**src/rtl/cgf_pkg.sv**
```systemverilog
package cgf_pkg;

   localparam int unsigned CODE_W = 4;

   typedef struct packed {
      logic [2:0] div_log2;
      logic [3:0] run_len;
   } cgf_cfg_t;

   function automatic cgf_cfg_t cgf_decode(input logic [CODE_W-1:0] code);
      cgf_cfg_t c;
      case (code)
         4'd1:    c = '{div_log2: 3'd0, run_len: 4'd2};
         4'd2:    c = '{div_log2: 3'd0, run_len: 4'd4};
         4'd3:    c = '{div_log2: 3'd0, run_len: 4'd8};
         4'd4:    c = '{div_log2: 3'd1, run_len: 4'd6};
         4'd5:    c = '{div_log2: 3'd1, run_len: 4'd8};
         4'd6:    c = '{div_log2: 3'd2, run_len: 4'd6};
         4'd7:    c = '{div_log2: 3'd2, run_len: 4'd8};
         4'd8:    c = '{div_log2: 3'd3, run_len: 4'd6};
         4'd9:    c = '{div_log2: 3'd3, run_len: 4'd8};
         4'd10:   c = '{div_log2: 3'd4, run_len: 4'd5};
         4'd11:   c = '{div_log2: 3'd4, run_len: 4'd6};
         4'd12:   c = '{div_log2: 3'd4, run_len: 4'd8};
         4'd13:   c = '{div_log2: 3'd5, run_len: 4'd5};
         4'd14:   c = '{div_log2: 3'd5, run_len: 4'd6};
         4'd15:   c = '{div_log2: 3'd5, run_len: 4'd8};
         default: c = '{div_log2: 3'd0, run_len: 4'd1};
      endcase
      return c;
   endfunction

endpackage

```
**src/rtl/cgf_sync.sv**
```systemverilog
module cgf_sync #(
   parameter int unsigned STAGES = 2
) (
   input  logic clk,
   input  logic rst_n,
   input  logic d_in,
   output logic q_out
);
   if (STAGES < 2) begin : g_bad_stages
      $error("cgf_sync: STAGES must be at least 2");
   end

   logic [STAGES-1:0] chain_q;

   for (genvar i = 0; i < STAGES; i++) begin : g_stage
      if (i == 0) begin : g_first
         always_ff @(posedge clk) begin
            if (!rst_n) chain_q[i] <= 1'b0;
            else        chain_q[i] <= d_in;
         end
      end else begin : g_next
         always_ff @(posedge clk) begin
            if (!rst_n) chain_q[i] <= 1'b0;
            else        chain_q[i] <= chain_q[i-1];
         end
      end
   end

   assign q_out = chain_q[STAGES-1];

endmodule

```
**src/rtl/cgf_rate_gen.sv**
```systemverilog
module cgf_rate_gen #(
   parameter int unsigned DIV_W = 5
) (
   input  logic       clk,
   input  logic       rst_n,
   input  logic       restart,
   input  logic [2:0] div_log2,
   output logic       tick
);
   if (DIV_W < 5) begin : g_bad_div_w
      $error("cgf_rate_gen: DIV_W must cover a divider of 32");
   end

   logic [DIV_W-1:0] div_cnt_q;
   logic [DIV_W-1:0] div_max;

   always_comb begin
      div_max = DIV_W'((32'd1 << div_log2) - 32'd1);
      tick    = !restart && (div_cnt_q == div_max);
   end

   always_ff @(posedge clk) begin
      if (!rst_n)                div_cnt_q <= '0;
      else if (restart || tick)  div_cnt_q <= '0;
      else                       div_cnt_q <= div_cnt_q + 1'b1;
   end

   // the count never runs past the divider limit of a stable code
   assert_div_range_R3: assert property (@(posedge clk) disable iff (!rst_n)
      !restart |-> (div_cnt_q <= div_max));

   // a divided rate never yields two strobes in a row
   assert_no_double_tick_R3: assert property (@(posedge clk) disable iff (!rst_n)
      (tick && div_max != '0) |=> !tick);

   // a code change always restarts the divider
   assert_div_restart_R7: assert property (@(posedge clk) disable iff (!rst_n)
      restart |=> (div_cnt_q == '0));

endmodule

```
**src/rtl/cgf_run_filter.sv**
```systemverilog
module cgf_run_filter #(
   parameter int unsigned RUN_W = 3
) (
   input  logic       clk,
   input  logic       rst_n,
   input  logic       restart,
   input  logic       bypass,
   input  logic       tick,
   input  logic       sample,
   input  logic [3:0] run_len,
   output logic       level
);
   if (RUN_W < 3) begin : g_bad_run_w
      $error("cgf_run_filter: RUN_W must count up to 7");
   end

   logic [RUN_W-1:0] run_cnt_q;
   logic [RUN_W-1:0] last_idx;
   logic             level_q;

   assign last_idx = RUN_W'(run_len - 4'd1);
   assign level    = level_q;

   always_ff @(posedge clk) begin
      if (!rst_n) begin
         level_q   <= 1'b0;
         run_cnt_q <= '0;
      end else if (bypass) begin
         level_q   <= sample;
         run_cnt_q <= '0;
      end else if (restart) begin
         run_cnt_q <= '0;
      end else if (tick) begin
         if (sample == level_q) begin
            run_cnt_q <= '0;
         end else if (run_cnt_q == last_idx) begin
            level_q   <= sample;
            run_cnt_q <= '0;
         end else begin
            run_cnt_q <= run_cnt_q + 1'b1;
         end
      end
   end

   // without filtering the level follows the synchronized sample
   assert_bypass_follow_R2: assert property (@(posedge clk) disable iff (!rst_n)
      bypass |=> (level_q == $past(sample)));

   // the run count stays below N while the code is steady
   assert_run_range_R4: assert property (@(posedge clk) disable iff (!rst_n)
      (!restart && !bypass) |-> (run_cnt_q <= last_idx));

   // a sample equal to the held level empties the run
   assert_run_reset_R6: assert property (@(posedge clk) disable iff (!rst_n)
      (!bypass && !restart && tick && sample == level_q) |=> (run_cnt_q == '0));

   // a code change clears the run and keeps the level
   assert_restart_hold_R7: assert property (@(posedge clk) disable iff (!rst_n)
      (restart && !bypass) |=> (run_cnt_q == '0 && $stable(level_q)));

endmodule

```
**src/rtl/capture_glitch_filter.sv**
```systemverilog
module capture_glitch_filter #(
   parameter int unsigned SYNC_STAGES = 2,
   parameter int unsigned DIV_W       = 5,
   parameter int unsigned RUN_W       = 3,
   parameter bit          HAS_STROBE  = 1'b1
) (
   input  logic       clk,
   input  logic       rst_n,
   input  logic       raw_in,
   input  logic [3:0] filt_code,
   output logic       filt_out,
   output logic       sample_tick
);
   import cgf_pkg::*;

   logic           sync_lvl;
   logic [3:0]     code_q;
   logic           restart;
   logic           bypass;
   logic           tick;
   cgf_cfg_t       cfg;

   always_ff @(posedge clk) begin
      if (!rst_n) code_q <= '0;
      else        code_q <= filt_code;
   end

   always_comb begin
      cfg     = cgf_decode(filt_code);
      restart = (filt_code != code_q);
      bypass  = (filt_code == '0);
   end

   cgf_sync #(.STAGES(SYNC_STAGES)) sync_i (
      .clk   (clk),
      .rst_n (rst_n),
      .d_in  (raw_in),
      .q_out (sync_lvl)
   );

   cgf_rate_gen #(.DIV_W(DIV_W)) rate_i (
      .clk      (clk),
      .rst_n    (rst_n),
      .restart  (restart),
      .div_log2 (cfg.div_log2),
      .tick     (tick)
   );

   cgf_run_filter #(.RUN_W(RUN_W)) filt_i (
      .clk     (clk),
      .rst_n   (rst_n),
      .restart (restart),
      .bypass  (bypass),
      .tick    (tick),
      .sample  (sync_lvl),
      .run_len (cfg.run_len),
      .level   (filt_out)
   );

   if (HAS_STROBE) begin : g_strobe
      assign sample_tick = tick;
   end else begin : g_no_strobe
      assign sample_tick = 1'b0;
   end

   // with filtering on, the output moves only at a sampling instant
   assert_move_on_tick_R8: assert property (@(posedge clk) disable iff (!rst_n)
      (filt_code != '0 && !tick) |=> $stable(filt_out));

   // the first cycle out of reset shows a low output
   assert_reset_low_R1: assert property (@(posedge clk)
      !rst_n |=> !filt_out);

endmodule

```
**config.mk**
```make
export PLATFORM = sky130hd
export DESIGN_NAME = capture_glitch_filter
export DESIGN_NICKNAME = d
export VERILOG_FILES = /design/src/rtl/cgf_pkg.sv /design/src/rtl/cgf_sync.sv /design/src/rtl/cgf_rate_gen.sv /design/src/rtl/cgf_run_filter.sv /design/src/rtl/capture_glitch_filter.sv
export SDC_FILE = /design/constraint.sdc
export NUM_CORES = 1
export LEC_CHECK = 0
export BUFFER_PORTS_ARGS = -buffer_cell sky130_fd_sc_hd__buf_2
export CORE_MARGIN = 3
export CORE_UTILIZATION = 61
export CTS_BUF_LIST = sky130_fd_sc_hd__clkbuf_16
export DETAILED_ROUTE_END_ITERATION = 10
export PLACE_DENSITY = 0.83
export SLEW_MARGIN = 20
export SYNTH_ARGS = -nofsm -noshare
export SYNTH_HDL_FRONTEND = slang
export SYNTH_SLANG_ARGS = --single-unit
```
**constraint.sdc**
```tcl
create_clock -name clk -period 4.7 [get_ports clk]
set_input_delay 0 -clock clk [delete_from_list [all_inputs] [get_ports clk]]
set_output_delay 0 -clock clk [all_outputs]
set_load 0.01 [all_outputs]
```
After elaboration in Yosys (flattened, before gate mapping)

Memories as Yosys holds them, arrays and structs flattened.
Cells that the tools add are included.

Add/sub/neg operators: 4
Equality and inequality tests: 6
Shift operators: 1
Muxes and demuxes: 7
Bitwise operators: 1
Reductions and logical operators: 9

Operators by type and width:

| cell                                             | number |
|---|---|
| two-way mux 3 bit                                | 2 |
| adder 5 x 1 -> 5 bit, second input constant      | 1 |
| == test 5 bit                                    | 1 |
| two-way mux 1 bit                                | 5 |
| << shifter 1 x 3 -> 5 bit, first input constant  | 1 |
| subtractor 5 x 1 -> 5 bit, second input constant | 1 |
| logical NOT 4 bit                                | 1 |
| != test 2 bit, second input constant             | 2 |
| != test 4 bit                                    | 1 |
| AND reduction 4 bit                              | 1 |
| nonzero test 2 bit                               | 2 |
| adder 3 x 1 -> 3 bit, second input constant      | 1 |
| == test 3 bit                                    | 1 |
| OR reduction 3 bit                               | 1 |
| subtractor 3 x 1 -> 3 bit, second input constant | 1 |
| OR reduction 2 bit                               | 1 |
| == test 1 bit                                    | 1 |
| logical AND 1 bit                                | 1 |
| logical NOT 1 bit                                | 1 |
| logical OR 1 bit                                 | 1 |
| NOT 1 bit                                        | 1 |

Flip-flop bits (word level): 15
ROM bits: 112
Input port bits: 7
Output and inout port bits: 2
Word-level logic and storage cells: 35
Memories kept: 1

Memories:

| name            | words | bits a word | read ports | clocked after Yosys merged registers in | wr ports | RTL line      | text |
|---|---|---|---|---|---|---|---|
| (no name shown) | 16    | 7           | 1          | 0                                       | 0        | cgf_pkg.sv:12 | `case (code)` |

Logic depth before layout (Yosys ltp)

An unclocked memory read counts as a cell.

Depth in word-level cells: 8
Depth in mapped cells: 12
Mapped depth without buffers: 12

By module

A second synthesis with hierarchy kept.

Cell total of the unflattened synthesis: 104
Area, all modules: 1066.0 µm²

By module, submodules not included:

| module                | instances | cells each | area each (µm²) | seq. area each (µm²) |
|---|---|---|---|---|
| capture_glitch_filter | 1         | 39         | 414.1           | 80.1 |
| cgf_run_filter        | 1         | 33         | 309.0           | 80.1 |
| cgf_rate_gen          | 1         | 28         | 290.3           | 100.1 |
| cgf_sync              | 1         | 4          | 52.6            | 40.0 |

Worst setup path after synthesis

OpenSTA, ideal clock, no wires.

Kind: input -> register
Start: input port filt_code[2]
End: register filt_i.level_q (netlist: filt_i.level)
Library setup time: 0.121 ns
Data arrival time: 2.256 ns
Slack: 2.322 ns
Stages: 10
Cells stage by stage: buf_2 > buf_1 > nand3_1 > ha_1 > xor2_1 > and3_1 > or4_4 > a211oi_4 > a21boi_1 > mux2i_1

Longest elaborated chain between the ends: 7

RTL lines:

| item                            | RTL line                    | text |
|---|---|---|
| from (decl)                     | capture_glitch_filter.sv:10 | `input logic [3:0] filt_code,` |
| memory read (16 x 7 bit)        | --                          |  |
| << shifter 1 x 3 -> 5 bit       | cgf_rate_gen.sv:18          | `div_max = DIV_W'((32'd1 << div_log2) - 32'd1);` |
| subtractor 5 x 1 -> 5 bit       | cgf_rate_gen.sv:18          |  |
| == test 5 bit                   | cgf_rate_gen.sv:19          | `tick = !restart && (div_cnt_q == div_max);` |
| logical AND 1 bit *             | cgf_rate_gen.sv:19          |  |
| via sample_tick                 | capture_glitch_filter.sv:12 | `output logic sample_tick` |
| nonzero test 2 bit (no line) *  | --                          |  |
| AND reduction 4 bit (no line) * | --                          |  |
| to (signal assigned)            | cgf_run_filter.sv:29        | `level_q <= sample;` |
| to (signal assigned)            | cgf_run_filter.sv:37        | `level_q <= sample;` |
| to (decl)                       | cgf_run_filter.sv:19        | `logic level_q;` |

Mark *: on every way through the listed nets, which the timed path passes. The rest lies on a longest branch.
A chain may end at the register's enable or synchronous reset.

Worst setup path in the final report

Start: input port filt_code[2]
End: output port sample_tick

Longest elaborated chain between the ends: 5

RTL lines:

| item                      | RTL line |
|---|---|
| memory read (16 x 7 bit)  | -- |
| << shifter 1 x 3 -> 5 bit | cgf_rate_gen.sv:18 |
| subtractor 5 x 1 -> 5 bit | cgf_rate_gen.sv:18 |
| == test 5 bit             | cgf_rate_gen.sv:19 |
| logical AND 1 bit *       | cgf_rate_gen.sv:19 |
| to (decl)                 | capture_glitch_filter.sv:12 |

Every way passes the cells marked *; elsewhere a longest branch is shown, timed or not.

==> flow_summary.ini <==
[run_status]
status = finished clean

[yosys]
yosys.area.top_type_share = 0.299
synthMostInstantiatedCell = dfxtp_1
ys_top_cells_by_count = dfxtp_1, xor2_1, and2_1, ha_1, nor2_1
syn-instance-count = 116
yosysUniqueCellTypes = 34
ys_ff_latch = 15
synth_warnings = 0
syn_area_um2 = 1000
synthArstFlopShare = 0
synth_area_per_cell_um2 = 8.65
seq_area_frac_synth = 0.299
synth_top_cell_by_area = dfxtp_1
synth_flop_cell = dfxtp_1
synth_edf_count = 0
synth_fp_nets = 131
synth.area.top_cells = dfxtp_1, ha_1, xor2_1

[setup_path]
path_depth = 9
cpMostUsedCell = buf_2
cp-end-kind = output port
required_ps = 4700
ff2ff_path_depth = 6
path_buf_inv = 3
critPathKind = in2out
crit_path_start_kind = input pin
slowest_delay_ps = 540
cp_cell_sequence = buf_2 -> nor2_1 -> inv_1 -> ha_1 -> xor2_1 -> and3_1 -> or4_4 -> a211oi_4 -> buf_2
cp_data_arrival_time_ps = 2180
cp_max_fo = 18
critical-path-top-delay-family = simple AND/OR/NAND/NOR gates
slowest_stage = or4_4

[timing]
setup_slack_ps = 2520
rsz0062_at_grt = no
finalCritPeriodShare = 0.464
slew_headroom = 0.699
max_clock_freq_mhz = 459
clock_skew_ps = 0.973
finalMaxSlewViolations = 0
hold_viol = 0
tns_ps = 0
fin_crit_ps = 2180
worstMarginPinSlew_ps = 448
finalSetupViolations = 0

[grt]
grt_pass1_wl_um = 2930
globalRouteOverflowTotal = 0
antenna_found_initial = 0
grt_start_max_net_pins = 19
grt_usage = 0.197
grt_pass1_vias = 717

[clock_tree]
insertion_delay_ps = 240
htreeDepth = 1
cts_resized = 0
numCtsBuffers = 3
tritoncts = built
cts.path.max_buffers = 2
cts-root-buf = clkbuf_16
cts-hold-fix-buffers = 1
postCtsSetupRepairBufs = 0
clk_pin_slew_ps = 50
cts_num_sinks = 15

[hold_path]
hp-class = in2reg
min_delay_path_depth = 2

[route]
wirelength_um = 1890
dr.pass1.iters = 4
drt_iter0_drc = 11
ant_nets = 0
drc = 0
routed_via_density = 5.84
dr_total_vias = 823
avgRoutedWirePerCell_um = 13.4

[pwr]
p_leak_nw = 0.476
clkPwrFrac = 0.474
p_sw_uw = 78.2
power.share.sequential = 0.386
peakVddDrop_mv = 0.254
p_comb_frac = 0.141
switching_share = 0.228
powerDensity_nw_per_um2 = 302
internal_power_uw = 264

[die]
initial_core_util = 0.658
die_x_um = 46.6
die_height_um = 46.6
io_pins = 9
std_cell_rows = 14
dieArea_um2 = 2170
fp.coreArea_um2 = 1520

[cells_and_area]
drive_gt1_frac = 0.120
n_antenna_cell = 0
syn_to_final_growth_pct = 13.1
nets = 141

[job]
drv_cap = 0

[placement]
dp_slack_ps = 2360
gp_congestion = 0.824
port_buffers = 8
dp_hpwl_um = 1370
==> sequential cells by signal, indices dropped and copies added (netlist names) <==
register,flops
rate_i.div_cnt_q,5
filt_i.run_cnt_q,3
sync_i.chain_q,1
sync_i.q_out,1
filt_i.level,1
code_q,4
==> kinds of logic (layout without fill, tap and decap cells) <==
family | after synthesis | after routing | share of synthesized area
and+or+nand+nor | 44 | 44 | 0.243
muxes | 3 | 3 | 0.0424
buffers and inverters | 11 | 20 | 0.0436
AOI/OAI and AO/OA | 20 | 20 | 0.141
DFF | 15 | 15 | 0.299
adders and majority gates | 8 | 8 | 0.0998
xor gates and xnor gates | 15 | 15 | 0.131
==> layout by cell type (no fill, tap or decap), drive strengths merged <==
| cell type | instances |
|---|---|
| o31ai | 1 |
| nand2 | 7 |
| or3 | 1 |
| dlygate4sd3 | 1 |
| and3 | 2 |
| clkbuf | 3 |
| o21ai | 1 |
| ha | 8 |
| nand3 | 4 |
| nor2 | 8 |
| buf | 8 |
| a31oi | 2 |
| nand4b | 1 |
| nor4 | 2 |
| o221ai | 1 |
| xor2 | 9 |
| a21o | 1 |
| a22oi | 2 |
| a21oi | 7 |
| inv | 8 |
| nand2b | 6 |
| or4 | 1 |
| nand4 | 1 |
| a21boi | 2 |
| xnor2 | 6 |
| mux4 | 1 |
| a211oi | 3 |
| nand3b | 3 |
| and2 | 8 |
| mux2i | 2 |
| dfxtp | 15 |
==> worst paths after layout <==
check | start | to | slack, ps
max | filt_code[2] | sample_tick | 2520
min | filt_code[0] | code_q[0]$_SDFF_PN0_ | 40
max reg2reg | code_q[1]$_SDFF_PN0_ | filt_i.run_cnt_q[2]$_SDFFE_PP0P_ | 2880
min reg2reg | sync_i.chain_q[0]$_SDFF_PN0_ | sync_i.q_out$_SDFF_PN0_ | 430
==> final cells by class <==
type,instances,area [um2]
clock buffers,3,75.1
multi-input cells,90,659
repair buffers,9,50.0
clock inverters,1,3.75
fillers,112,389
inverters,7,26.3
flip-flops and latches,15,300
well taps,16,20.0
==> per-stage QoR <==
stage / hold WS, ps / cells / instance area [um2] / util / total power [mW]
3_5_place_dp: 210 / 136 / 1050 / 0.686 / 0.181
4_1_cts: 40.4 / 141 / 1130 / 0.745 / 0.344
3_3_place_gp: 215 / 136 / 1050 / 0.686 / 0.179
6_report: 39.3 / 141 / 1130 / 0.745 / 0.342
5_1_grt: 80.9 / 141 / 1130 / 0.745 / 0.356
2_1_floorplan: 122 / 116 / 1000 / - / 0.171
==> power by group through the flow <==
stage	logic, mW	clock network, mW	registers, mW
floorplan	0.0370	0	0.134
finish	0.0482	0.162	0.132
CTS	0.0482	0.164	0.132
detailed placement	0.0461	0	0.134
global route	0.0531	0.170	0.132
global placement	0.0448	0	0.134
==> per-layer routing <==
metal / GRT usage / routed length (um) / up-vias
li1: - / - / 421
met1: 0.221 / 866 / 386
met2: 0.332 / 933 / 11
met3: 0.0586 / 56 / 5
met4: 0.102 / 34 / 0
met5: 0 / 0 / -
(Power assumes the default switching activity.)
